## src/rtl/mini16_pkg.sv

```systemverilog
// mini16_pkg: shared widths, field encodings and types of the 16-bit core.
// Assumes the fixed 16-bit instruction layout; widths derive from it.
package mini16_pkg;
    localparam int DW     = 16;   // data and instruction width
    localparam int NREG   = 8;    // general registers
    localparam int RA_W   = $clog2(NREG);
    localparam int TGT_W  = 11;   // branch target width
    localparam int PC_W   = 16;   // program counter width
    localparam int IMM_W  = 3;    // short constant width

    // instruction classes, bits 15:14
    localparam logic [1:0] CLS_ALU = 2'b00;
    localparam logic [1:0] CLS_LD  = 2'b01;
    localparam logic [1:0] CLS_ST  = 2'b10;
    localparam logic [1:0] CLS_BR  = 2'b11;

    // operations, bits 8:7
    localparam logic [1:0] OP_ADD = 2'b00;
    localparam logic [1:0] OP_SUB = 2'b01;
    localparam logic [1:0] OP_AND = 2'b10;
    localparam logic [1:0] OP_OR  = 2'b11;

    // branch conditions, bits 13:11
    localparam logic [2:0] CC_AL = 3'd0;
    localparam logic [2:0] CC_EQ = 3'd1;
    localparam logic [2:0] CC_NE = 3'd2;
    localparam logic [2:0] CC_LT = 3'd3;
    localparam logic [2:0] CC_LE = 3'd4;
    localparam logic [2:0] CC_GT = 3'd5;
    localparam logic [2:0] CC_GE = 3'd6;
    localparam logic [2:0] CC_NV = 3'd7;

    typedef struct packed {
        logic n;
        logic z;
        logic c;
        logic v;
    } flags_t;

    typedef struct packed {
        logic [1:0]       cls;
        logic [RA_W-1:0]  rd;
        logic             upd;
        logic [1:0]       op;
        logic             imm;
        logic [RA_W-1:0]  rs1;
        logic [RA_W-1:0]  rs2;
        logic [2:0]       cc;
        logic [TGT_W-1:0] tgt;
    } dec_t;
endpackage

```

## src/rtl/m16_decode.sv

```systemverilog
// m16_decode: splits an instruction word into fields and class strobes.
// Purely combinational; assumes the fixed 16-bit layout of mini16_pkg.
// Bit 9 is consumed only as part of the branch target.
module m16_decode
    import mini16_pkg::*;
(
    input  logic [DW-1:0] instr,
    output dec_t          dec,
    output logic          is_alu,
    output logic          is_ld,
    output logic          is_st,
    output logic          is_br
);
    // field extraction
    always_comb begin
        dec.cls = instr[15:14];
        dec.rd  = instr[13:11];
        dec.upd = instr[10];
        dec.op  = instr[8:7];
        dec.imm = instr[6];
        dec.rs1 = instr[5:3];
        dec.rs2 = instr[2:0];
        dec.cc  = instr[13:11];
        dec.tgt = instr[TGT_W-1:0];
    end

    // class strobes
    always_comb begin
        is_alu = (dec.cls == CLS_ALU);
        is_ld  = (dec.cls == CLS_LD);
        is_st  = (dec.cls == CLS_ST);
        is_br  = (dec.cls == CLS_BR);
    end
endmodule

```

## src/rtl/m16_regbank.sv

```systemverilog
// m16_regbank: general register file, three combinational read ports and one
// write port. Synchronous active-low reset clears every register.
module m16_regbank #(
    parameter int W  = 16,
    parameter int N  = 8,
    localparam int AW = $clog2(N)
) (
    input  logic          clk,
    input  logic          rst_n,
    input  logic          we,
    input  logic [AW-1:0] waddr,
    input  logic [W-1:0]  wdata,
    input  logic [AW-1:0] ra1,
    input  logic [AW-1:0] ra2,
    input  logic [AW-1:0] ra3,
    output logic [W-1:0]  rd1,
    output logic [W-1:0]  rd2,
    output logic [W-1:0]  rd3
);
    logic [W-1:0] rf [N];

    for (genvar g = 0; g < N; g++) begin : g_reg
        // one register: clear on reset, load on a matching write
        always_ff @(posedge clk) begin
            if (!rst_n)
                rf[g] <= '0;
            else if (we && (waddr == AW'(g)))
                rf[g] <= wdata;
        end

        AST_WB_LANDS: assert property (@(posedge clk) disable iff (!rst_n)
            (we && (waddr == AW'(g))) |=> (rf[g] == $past(wdata)));
        AST_RESET_CLEARS: assert property (@(posedge clk)
            (rst_n === 1'b0) |=> (rf[g] == '0));
    end

    // read ports
    always_comb begin
        rd1 = rf[ra1];
        rd2 = rf[ra2];
        rd3 = rf[ra3];
    end
endmodule

```

## src/rtl/m16_alu.sv

```systemverilog
// m16_alu: add, subtract, AND, OR with flag generation.
// Subtract computes a - b; carry is 1 when no borrow occurs.
// Logic operations report C and V as zero.
module m16_alu
    import mini16_pkg::*;
#(
    parameter int W = DW
) (
    input  logic [W-1:0] a,
    input  logic [W-1:0] b,
    input  logic [1:0]   op,
    output logic [W-1:0] y,
    output flags_t       f
);
    logic [W:0] sum;

    // result and flag computation
    always_comb begin
        sum = '0;
        y   = '0;
        f   = '0;
        case (op)
            OP_ADD: begin
                sum = {1'b0, a} + {1'b0, b};
                y   = sum[W-1:0];
                f.c = sum[W];
                f.v = (a[W-1] == b[W-1]) && (y[W-1] != a[W-1]);
            end
            OP_SUB: begin
                sum = {1'b0, a} + {1'b0, ~b} + (W+1)'(1);
                y   = sum[W-1:0];
                f.c = sum[W];
                f.v = (a[W-1] != b[W-1]) && (y[W-1] != a[W-1]);
            end
            OP_AND: y = a & b;
            default: y = a | b;
        endcase
        f.n = y[W-1];
        f.z = (y == '0);
    end
endmodule

```

## src/rtl/m16_branch.sv

```systemverilog
// m16_branch: resolves a branch condition against the stored flags.
// Relational codes are signed comparisons; code 7 never branches.
module m16_branch
    import mini16_pkg::*;
(
    input  logic       en,
    input  logic [2:0] cc,
    input  flags_t     f,
    output logic       take
);
    logic lt;

    // condition evaluation
    always_comb begin
        lt = f.n ^ f.v;
        case (cc)
            CC_AL:   take = en;
            CC_EQ:   take = en && f.z;
            CC_NE:   take = en && !f.z;
            CC_LT:   take = en && lt;
            CC_LE:   take = en && (f.z || lt);
            CC_GT:   take = en && !f.z && !lt;
            CC_GE:   take = en && !lt;
            default: take = 1'b0;
        endcase
    end
endmodule

```

## src/rtl/mini16_core.sv

```systemverilog
// mini16_core: single-cycle 16-bit load/store core.
// Assumes instruction and data memories answer combinationally within the
// cycle. Loads write back at the closing edge; stores strobe for one cycle.
module mini16_core
    import mini16_pkg::*;
(
    input  logic            clk,
    input  logic            rst_n,
    output logic [PC_W-1:0] imem_addr,
    input  logic [DW-1:0]   imem_data,
    output logic [DW-1:0]   dmem_addr,
    output logic [DW-1:0]   dmem_wdata,
    output logic            dmem_we,
    input  logic [DW-1:0]   dmem_rdata
);
    logic [PC_W-1:0] pc;
    logic [PC_W-1:0] pc_next;
    flags_t          psr;
    flags_t          alu_f;
    dec_t            dec;
    logic            is_alu, is_ld, is_st, is_br;
    logic [DW-1:0]   ra_val, rb_val, rd_val;
    logic [DW-1:0]   opnd_b, alu_y, wb_data;
    logic [1:0]      alu_op;
    logic            wb_en, flag_we, take;

    m16_decode u_dec (
        .instr  (imem_data),
        .dec    (dec),
        .is_alu (is_alu),
        .is_ld  (is_ld),
        .is_st  (is_st),
        .is_br  (is_br)
    );

    m16_regbank #(.W(DW), .N(NREG)) u_rf (
        .clk   (clk),
        .rst_n (rst_n),
        .we    (wb_en),
        .waddr (dec.rd),
        .wdata (wb_data),
        .ra1   (dec.rs1),
        .ra2   (dec.rs2),
        .ra3   (dec.rd),
        .rd1   (ra_val),
        .rd2   (rb_val),
        .rd3   (rd_val)
    );

    // second operand and operation select; memory classes only add or subtract
    always_comb begin
        opnd_b = dec.imm ? {{(DW-IMM_W){1'b0}}, dec.rs2} : rb_val;
        alu_op = is_alu ? dec.op : {1'b0, dec.op[0]};
    end

    m16_alu #(.W(DW)) u_alu (
        .a  (ra_val),
        .b  (opnd_b),
        .op (alu_op),
        .y  (alu_y),
        .f  (alu_f)
    );

    m16_branch u_br (
        .en   (is_br),
        .cc   (dec.cc),
        .f    (psr),
        .take (take)
    );

    // write-back, flag enable and data port drive
    always_comb begin
        wb_en      = is_alu || is_ld;
        wb_data    = is_ld ? dmem_rdata : alu_y;
        flag_we    = is_alu && dec.upd;
        dmem_addr  = alu_y;
        dmem_wdata = rd_val;
        dmem_we    = is_st;
        pc_next    = take ? {{(PC_W-TGT_W){1'b0}}, dec.tgt} : pc + PC_W'(1);
        imem_addr  = pc;
    end

    // program counter
    always_ff @(posedge clk) begin
        if (!rst_n) pc <= '0;
        else        pc <= pc_next;
    end

    // status flags
    always_ff @(posedge clk) begin
        if (!rst_n)       psr <= '0;
        else if (flag_we) psr <= alu_f;
    end

    AST_CLASS_ONEHOT: assert property (@(posedge clk) disable iff (!rst_n)
        $onehot0({is_alu, is_ld, is_st, is_br}));
    AST_FLAGS_HOLD: assert property (@(posedge clk) disable iff (!rst_n)
        !(is_alu && dec.upd) |=> $stable(psr));
    AST_MEM_NO_FLAGS: assert property (@(posedge clk) disable iff (!rst_n)
        (is_ld || is_st) |=> $stable(psr));
    AST_LOGIC_CLEARS_CV: assert property (@(posedge clk) disable iff (!rst_n)
        (is_alu && dec.upd && dec.op[1]) |=> (!psr.c && !psr.v));
    AST_PC_STEP: assert property (@(posedge clk) disable iff (!rst_n)
        !take |=> (pc == $past(pc) + PC_W'(1)));
    AST_PC_JUMP: assert property (@(posedge clk) disable iff (!rst_n)
        take |=> (pc == {{(PC_W-TGT_W){1'b0}}, $past(dec.tgt)}));
    AST_NV_NEVER: assert property (@(posedge clk) disable iff (!rst_n)
        (is_br && dec.cc == CC_NV) |-> !take);
    AST_RESET_PC: assert property (@(posedge clk)
        (rst_n === 1'b0) |=> (pc == '0 && psr == '0));
endmodule

```

## config.mk

```make
export PLATFORM = sky130hd
export DESIGN_NAME = mini16_core
export DESIGN_NICKNAME = d
export VERILOG_FILES = /design/src/rtl/mini16_pkg.sv /design/src/rtl/m16_decode.sv /design/src/rtl/m16_regbank.sv /design/src/rtl/m16_alu.sv /design/src/rtl/m16_branch.sv /design/src/rtl/mini16_core.sv
export SDC_FILE = /design/constraint.sdc
export NUM_CORES = 1
export LEC_CHECK = 0
export CAP_MARGIN = 30
export CORE_ASPECT_RATIO = 1.25
export CORE_MARGIN = 3
export CORE_UTILIZATION = 51
export DETAILED_ROUTE_END_ITERATION = 7
export PLACE_DENSITY = 0.76
export SKIP_LAST_GASP = 1
export SLEW_MARGIN = 30
export SYNTH_ARGS = -nofsm -noshare
export SYNTH_HDL_FRONTEND = slang
export SYNTH_HIERARCHICAL = 1
export SYNTH_SLANG_ARGS = --single-unit
```

## constraint.sdc

```tcl
create_clock -name clk -period 18.45 [get_ports clk]
set_clock_uncertainty 0.05 [all_clocks]
set_input_delay 5.535 -clock clk [delete_from_list [all_inputs] [get_ports clk]]
set_output_delay 5.535 -clock clk [all_outputs]
set_load 0.02 [all_outputs]
```

# Word level (Yosys, flattened, before mapping)
# Memories as Yosys holds them, arrays and structs flattened.
# Cells that the tools add are included.
# op_classes
mux	40
addsub	4
n_bitwise	13
n_eq_ne	16
n_reduce_logical	26
# op_table
op	count
$mux 16	10
$pmux 16 s3	1
$add 16x1->16 const B	2
$add 16x16->16	2
$mux 1	25
$logic_and 1x1->1	17
$and 16x16->16	1
$logic_not 16->1	1
$not 16->16	1
$or 16x16->16	1
$eq 3x3->1 const B	4
$mux 11	1
$or 1x1->1	8
$pmux 1 s7	1
$eq 2x2->1 const B	3
$eq 3x2->1 const B	2
$eq 2x1->1 const B	2
$logic_not 2->1	2
$eq 3x1->1 const B	1
$logic_not 3->1	1
$ne 1x1->1	3
$logic_not 1->1	2
$logic_or 1x1->1	2
$mux 2	1
5 further kinds	5
# word_totals
mem_bits_rw	128
out_inout_bits	49
inputBits	34
register_bits	19
wordCells	105
memories	1
# mem_list
name	depth	word_bits	rd	rd_clocked_by_memory_dff	write_ports	line_no	rtl
u_rf.rf	8	16	3	0	8	m16_regbank.sv:20	logic [W-1:0] rf [N];

# Depth between registers and ports, before layout
# Gate-level depths: netlist (run 1).
# An unclocked memory read counts as a cell.
# logic_depth
word_depth	8
depth_mapped	21
mapped_depth_nobuf	16

# Cells and area by module
# The synthesis (run 1) kept the hierarchy.
# by_module_without_submodules
mod	area_each_um2	instances	seq_area_each_um2	cells_each
m16_regbank	7951.4	1	3843.7	488
m16_alu	2339.7	1	0.0	326
mini16_core	1226.2	1	400.4	142
m16_decode	244.0	1	0.0	33
m16_branch	151.4	1	0.0	22

# Least setup slack after synthesis (run 1)
# Ideal clock, no wire load.
# synth_timing
path_type	input to output
from	input port imem_data[0]
to	output port dmem_addr[13]
slack_ps	3898
t_required_ps	12865
arrival_ps	8967
path_buffers	3
stages	16
path_cell_list	buf_4 > buf_6 > buf_6 > mux4_1 > mux2_2 > mux2_2 > inv_1 > ha_1 > or2_0 > a221oi_2 > o21bai_2 > a211oi_1 > o21ai_1 > and3b_1 > xnor2_1 > mux2i_1
# synth_between
elab_chain_cells	6
elab_cells_between_ends	9
cone_classes	add/sub (3); mux (2); bitwise (3); memory (1)
# synth_lines
element	line_no	rtl
from (decl)	mini16_core.sv:10	input logic [DW-1:0] imem_data,
$mem_v2 8x16 *	n/a	
via rb_val[1]	mini16_core.sv:22	logic [DW-1:0] ra_val, rb_val, rd_val;
$mux 16 *	mini16_core.sv:52	opnd_b = dec.imm ? {{(DW-IMM_W){1'b0}}, dec.rs2} : rb_val;
via opnd_b[1]	mini16_core.sv:23	logic [DW-1:0] opnd_b, alu_y, wb_data;
$not 16->16	m16_alu.sv:30	sum = {1'b0, a} + {1'b0, ~b} + (W+1)'(1);
$add 16x16->16	m16_alu.sv:30	
$add 16x1->16	m16_alu.sv:30	
$pmux 16 s3 *	m16_alu.sv:22	case (op)
to (decl)	mini16_core.sv:11	output logic [DW-1:0] dmem_addr,
# The timed path passes the listed nets; every way through them passes the cells marked *.

# Worst setup path after layout (run 1)
# layout_timing
from	input port imem_data[2]
to	output port dmem_addr[12]
# Same word-level chain as after synthesis.

==> flow_metrics.env, run 1 <==
export IMPL_reg2reg_depth=16
export IMPL_cts_hold_buf=0
export IMPL_die_h_um=176
export IMPL_worst_pin_slew_ns=1.07
export IMPL_setup_viol_count_final=0
export IMPL_cts_tree="built"
export IMPL_rows=61
export IMPL_ir_worst_vdd_mv=0.0592
export IMPL_ys_warn_count=6
export IMPL_dpl_cell_area_um2=12500
export IMPL_hold_class="flop to flop"
export IMPL_critPathMaxFanout=34
export IMPL_cts_buffers=17
export IMPL_grt_usage=0.251
export IMPL_final_cell_mix="145 x nor3_1, 128 x edfxtp_1, 84 x mux4_1, 78 x clkdlybuf4s50_1, 68 x mux2_2"
export IMPL_synth_fp_nets=1084
export IMPL_place_gp_congestion=0.926
export IMPL_antennaDiodeCount=0
export IMPL_crit_start="imem_data[2]"
export IMPL_critPathRequiredTime_ns=12.86
export IMPL_grt_ovfl_total=0
export IMPL_rsz0062_at_grt="false"
export IMPL_cap_violations=0
export IMPL_cts_htree_levels=4
export IMPL_reg2reg_from="u_rf/rf[6][1]"
export IMPL_status="completed"
export IMPL_drive_above_1_share=0.166
export IMPL_worst_r2r_setup_slack_ns=13.81
export IMPL_area_growth_pct=11.3
export IMPL_io_buffer_count=82
export IMPL_fmax_mhz=63.3
export IMPL_layout_commonest_cell="nor3_1"
export IMPL_post_route_period_util=0.856
export IMPL_grt_pass1_wl_um=48400
export IMPL_cts_sinks=147
export IMPL_leakagePower_nw=4.90
export IMPL_syn_mean_instance_area_um2=11.8
export IMPL_final_nets=1098
export IMPL_grt_max_degree=65
export IMPL_route_detailed_drc=0
export IMPL_holdWs_ns=0.434
export IMPL_syn_area_um2=11800
export IMPL_path_class="input pin to primary output"
export IMPL_clockBufferDepth=2
export IMPL_viasPerCell=6.59
export IMPL_cp_end_kind="primary output"
export IMPL_hold_viol_final=0
export IMPL_slew_limit_headroom=0.279
export IMPL_cts_resized_gates=0
export IMPL_fill_cells=1740
export IMPL_r2r_end="u_rf/rf[6][13]"
export IMPL_cp_endpoint="dmem_addr[12]"
export IMPL_wirelength_um=31300
export IMPL_wl_per_cell_um=23.9
export IMPL_core_area_um2=22500
export IMPL_drt_pre_antenna_iters=5
export IMPL_cts_setup_buffers=0
export IMPL_dieArea_um2=25000
export IMPL_antenna_found_initial=0
export IMPL_p_per_area_nw_per_um2=85.3
export IMPL_vias=8616
export IMPL_fin_tns_setup_ns=0
export IMPL_worstSkewPairLatency_ns=0.43
export IMPL_drv_slew=0
export IMPL_postLayoutCellArea_um2=13100
export IMPL_crit_arrival_ns=10.21
export IMPL_clockRootBuffer="clkbuf_16"
export IMPL_initial_core_util=0.524
export IMPL_ant_nets=0
export IMPL_fin_crit_ns=15.79
export IMPL_hpwlAfterDp_um=20900
export IMPL_first_iter_violations=763
export IMPL_cts_clk_slew_worst_paths_ns=0.07
export IMPL_die_w_um=142
export IMPL_syn_inst=997
export IMPL_start_kind="input pin"
export IMPL_grt_pass1_vias=8627
export IMPL_io_pins=83
metal layers:
layer	global-route usage	part of all wire	vias up
met4	0.103	0.035	0
met3	0.0344	0.066	94
met2	0.445	0.52	402
li1	-	-	3871
met5	0	0	-
met1	0.307	0.38	4249
power by group:
part	switching (mW)	internal, mW
combinational	0.204	0.147
sequential	0.0133	0.379
clock	0.158	0.220
worst min path at each step:
stage | slack, ns | depth (start not counted) | to | from
finish | 0.43 | 2 | psr[0] | psr[0]
global route | 0.47 | 2 | imem_addr[15] | imem_addr[15]
detailed placement | 0.43 | 2 | psr[0] | psr[0]
floorplan | 0.41 | 2 | psr[3] | psr[3]
global placement | 0.41 | 2 | imem_addr[15] | imem_addr[15]
CTS | 0.44 | 2 | psr[0] | psr[0]
flip-flops by register name (all words and copies together) (netlist names):
signal and flops:
imem_addr 16, u_rf/rf 128, psr 3
stage by stage:
step / setup WS, ns / cells / power (mW) / util
after global placement: 2.62 / 1275 / 0.737 / 0.555
final: 2.66 / 1307 / 1.12 / 0.584
after CTS: 2.52 / 1307 / 1.12 / 0.583
after floorplan: 3.90 / 997 / 0.638 / -
after global routing: 2.41 / 1307 / 1.16 / 0.584
after detailed placement: 2.54 / 1275 / 0.743 / 0.555
critical path, stage by stage:
cell and delay, ns:
clkdlybuf4s50_1 0.45, buf_4 0.41, mux4_2 0.40, mux2_2 0.28, mux2_2 0.29, ha_1 0.23, fa_1 0.42, o21ba_2 0.25
nor3_1 0.31, o211ai_1 0.23, o211ai_1 0.21, a22oi_1 0.12, xor2_1 0.20, nor2_1 0.08, a21oi_1 0.16, clkdlybuf4s50_1 0.62
final cells by class:
cell class	instances	area, um^2	share of cell area
repair buffers	101	948	0.0722
flip-flops and latches	147	4220	0.321
clock buffers	17	425	0.0324
clock inverters	15	213	0.0162
well taps	283	354	0.0269
multi-input cells	680	6740	0.513
inverters	64	240	0.0183
Note: power is estimated with default switching activity, not from simulation.
==> run 2: changes to the inputs <==
--- a/config.mk
+++ b/config.mk
@@ -8,9 +8,9 @@
 export CAP_MARGIN = 30
 export CORE_ASPECT_RATIO = 1.25
 export CORE_MARGIN = 3
-export CORE_UTILIZATION = 51
+export CORE_UTILIZATION = 46
 export DETAILED_ROUTE_END_ITERATION = 7
-export PLACE_DENSITY = 0.76
+export PLACE_DENSITY = 0.7
 export SKIP_LAST_GASP = 1
 export SLEW_MARGIN = 30
 export SYNTH_ARGS = -nofsm -noshare
==> run 2 against run 1 <==
First-iteration DRC count shrank 22%. Critical endpoint is now dmem_addr[10]. Highest routed layer unchanged. Cell area is 0.49% higher. Die area up 10%.
==> flow_metrics.env, run 2 (synthesized netlist as in run 1, its figures left out) <==
export IMPL_start_kind="input pin"
export IMPL_grt_ovfl_total=0
export IMPL_crit_family="multiplexers"
export IMPL_drv_slew=0
export IMPL_cts_hold_buf=0
export IMPL_viasPerCell=6.36
export IMPL_clockBufferDepth=2
export IMPL_p_comb_frac=0.311
export IMPL_area_growth_pct=11.9
export IMPL_internal_power_mw=0.779
export IMPL_critPathMaxFanout=34
export IMPL_first_iter_violations=595
export IMPL_holdWs_ns=0.428
export IMPL_worstSkewPairLatency_ns=0.43
export IMPL_fin_tns_setup_ns=0
export IMPL_crit_arrival_ns=10.17
export IMPL_die_h_um=185
export IMPL_rows=64
export IMPL_path_buf_inv=2
export IMPL_grt_pass1_vias=8706
export IMPL_layout_commonest_cell="nor3_1"
export IMPL_die_w_um=149
export IMPL_wirelength_um=32200
export IMPL_initial_core_util=0.474
export IMPL_critPathMaxStageDelay_ns=0.65
export IMPL_slew_limit_headroom=0.327
export IMPL_final_seq_area_um2=4220
export IMPL_cp_cell_sequence="buf_4 > mux4_1 > mux2_2 > mux2_2 > ha_1 > fa_1 > a211oi_1 > o21ai_1 > a31oi_1 > nand2b_1 > a22oi_1 > xor2_1 > nor2_1 > nor2_1 > clkdlybuf4s50_1"
export IMPL_clockRootBuffer="clkbuf_16"
export IMPL_path_class="input pin to primary output"
export IMPL_route_detailed_drc=0
export IMPL_cap_violations=0
export IMPL_cts_tree="built"
export IMPL_cts_htree_levels=4
export IMPL_setup_viol_count_final=0
export IMPL_fill_cells=2129
export IMPL_rsz0062_at_grt="false"
export IMPL_hold_class="flop to flop"
export IMPL_drt_pre_antenna_iters=5
export IMPL_antenna_found_initial=0
export IMPL_fin_crit_ns=15.75
export IMPL_io_pins=83
export IMPL_largest_reg_flops=128
export IMPL_drive_above_1_share=0.163
export IMPL_multi_input_area_um2=6740
export IMPL_vias=8615
export IMPL_pwr_share_clk=0.342
export IMPL_netSwitchingFraction=0.311
export IMPL_status="completed"
export IMPL_grt_max_degree=65
export IMPL_post_place_ws_ns=2.24
export IMPL_grt_usage=0.232
export IMPL_fin_ws_ns=2.70
export IMPL_final_cell_mix="145 x nor3_1, 128 x edfxtp_1, 84 x mux4_1, 76 x clkdlybuf4s50_1, 68 x mux2_2"
export IMPL_antennaDiodeCount=0
export IMPL_cp_slowest_cell="clkdlybuf4s50_1"
export IMPL_cp_end_kind="primary output"
export IMPL_top_register="u_rf/rf"
export IMPL_post_route_period_util=0.854
export IMPL_p_per_area_nw_per_um2=85.6
export IMPL_cts_sinks=147
export IMPL_final_nets=1099
export IMPL_dieArea_um2=27600
export IMPL_place_gp_congestion=0.879
export IMPL_cts_setup_buffers=0
export IMPL_grt_pass1_wl_um=49000
export IMPL_fmax_mhz=63.5
export IMPL_wl_per_cell_um=23.7
export IMPL_critPathRequiredTime_ns=12.86
export IMPL_worst_pin_slew_ns=1.00
export IMPL_switchingPower_mw=0.352
export IMPL_ant_nets=0
export IMPL_leakagePower_nw=4.91
export IMPL_ir_worst_vdd_mv=0.0474
export IMPL_io_buffer_count=82
export IMPL_hpwlAfterDp_um=21700
export IMPL_hold_viol_final=0
export IMPL_cts_resized_gates=0
export IMPL_cts_clk_slew_worst_paths_ns=0.06
export IMPL_core_area_um2=24900
export IMPL_pwr_share_seq=0.347
export IMPL_cts_buffers=17
==> run 2: cell count changes in the layout (fill, tap and decap cells not counted), sizes merged <==
cell | previous run | this run
clkinv | 20 | 21
bufinv | 3 | 6
inv | 56 | 48
clkbuf | 17 | 21
clkdlybuf4s50 | 78 | 76
buf | 23 | 26
==> run 2: power groups by stage <==
stage                     Clock [mW]  Combinational [mW]  Sequential [mW]
after floorplan                    0               0.241            0.396
after global placement             0               0.345            0.397
after detailed placement           0               0.348            0.399
after CTS                      0.390               0.350            0.392
after global routing           0.405               0.376            0.394
final                          0.386               0.352            0.392
==> run 2: final timing paths <==
check | from | end | slack (ns) | depth (start not counted)
worst max-delay path | imem_data[0] | dmem_addr[10] | 2.70 | 15
worst min-delay path | psr[0] | psr[0] | 0.43 | 2
worst max register to register | u_rf/rf[0][0] | u_rf/rf[1][10] | 13.74 | 16
worst min register to register | psr[0] | psr[0] | 0.43 | 2
==> run 2: through the flow <==
step,cells,utilization,instance area (um^2),power (mW)
CTS,1355,0.531,13200,1.13
global placement,1323,0.504,12600,0.742
global route,1355,0.530,13200,1.18
detailed placement,1323,0.505,12600,0.746
floorplan,997,-,11800,0.638
finish,1355,0.530,13200,1.13
==> run 2: per-layer routing <==
layer / wire length, um / track usage
met5: 0 / 0
met4: 1110 / 0.0978
met3: 1860 / 0.0303
met2: 16700 / 0.421
met1: 12500 / 0.277
==> run 2: cell type report <==
class / count / share of cell area
timing repair buffer: 102 / 0.0716
sequential: 147 / 0.320
clock buffer: 21 / 0.0333
tap: 330 / 0.0313
multi-input combinational: 680 / 0.510
inverter: 64 / 0.0182
clock inverter: 11 / 0.0156
==> run 2: tightest hold or removal path, stage by stage (launching register included) <==
cell	delay [ns]
dfxtp_1	0.32
nand2_1	0.05
a21boi_0	0.06
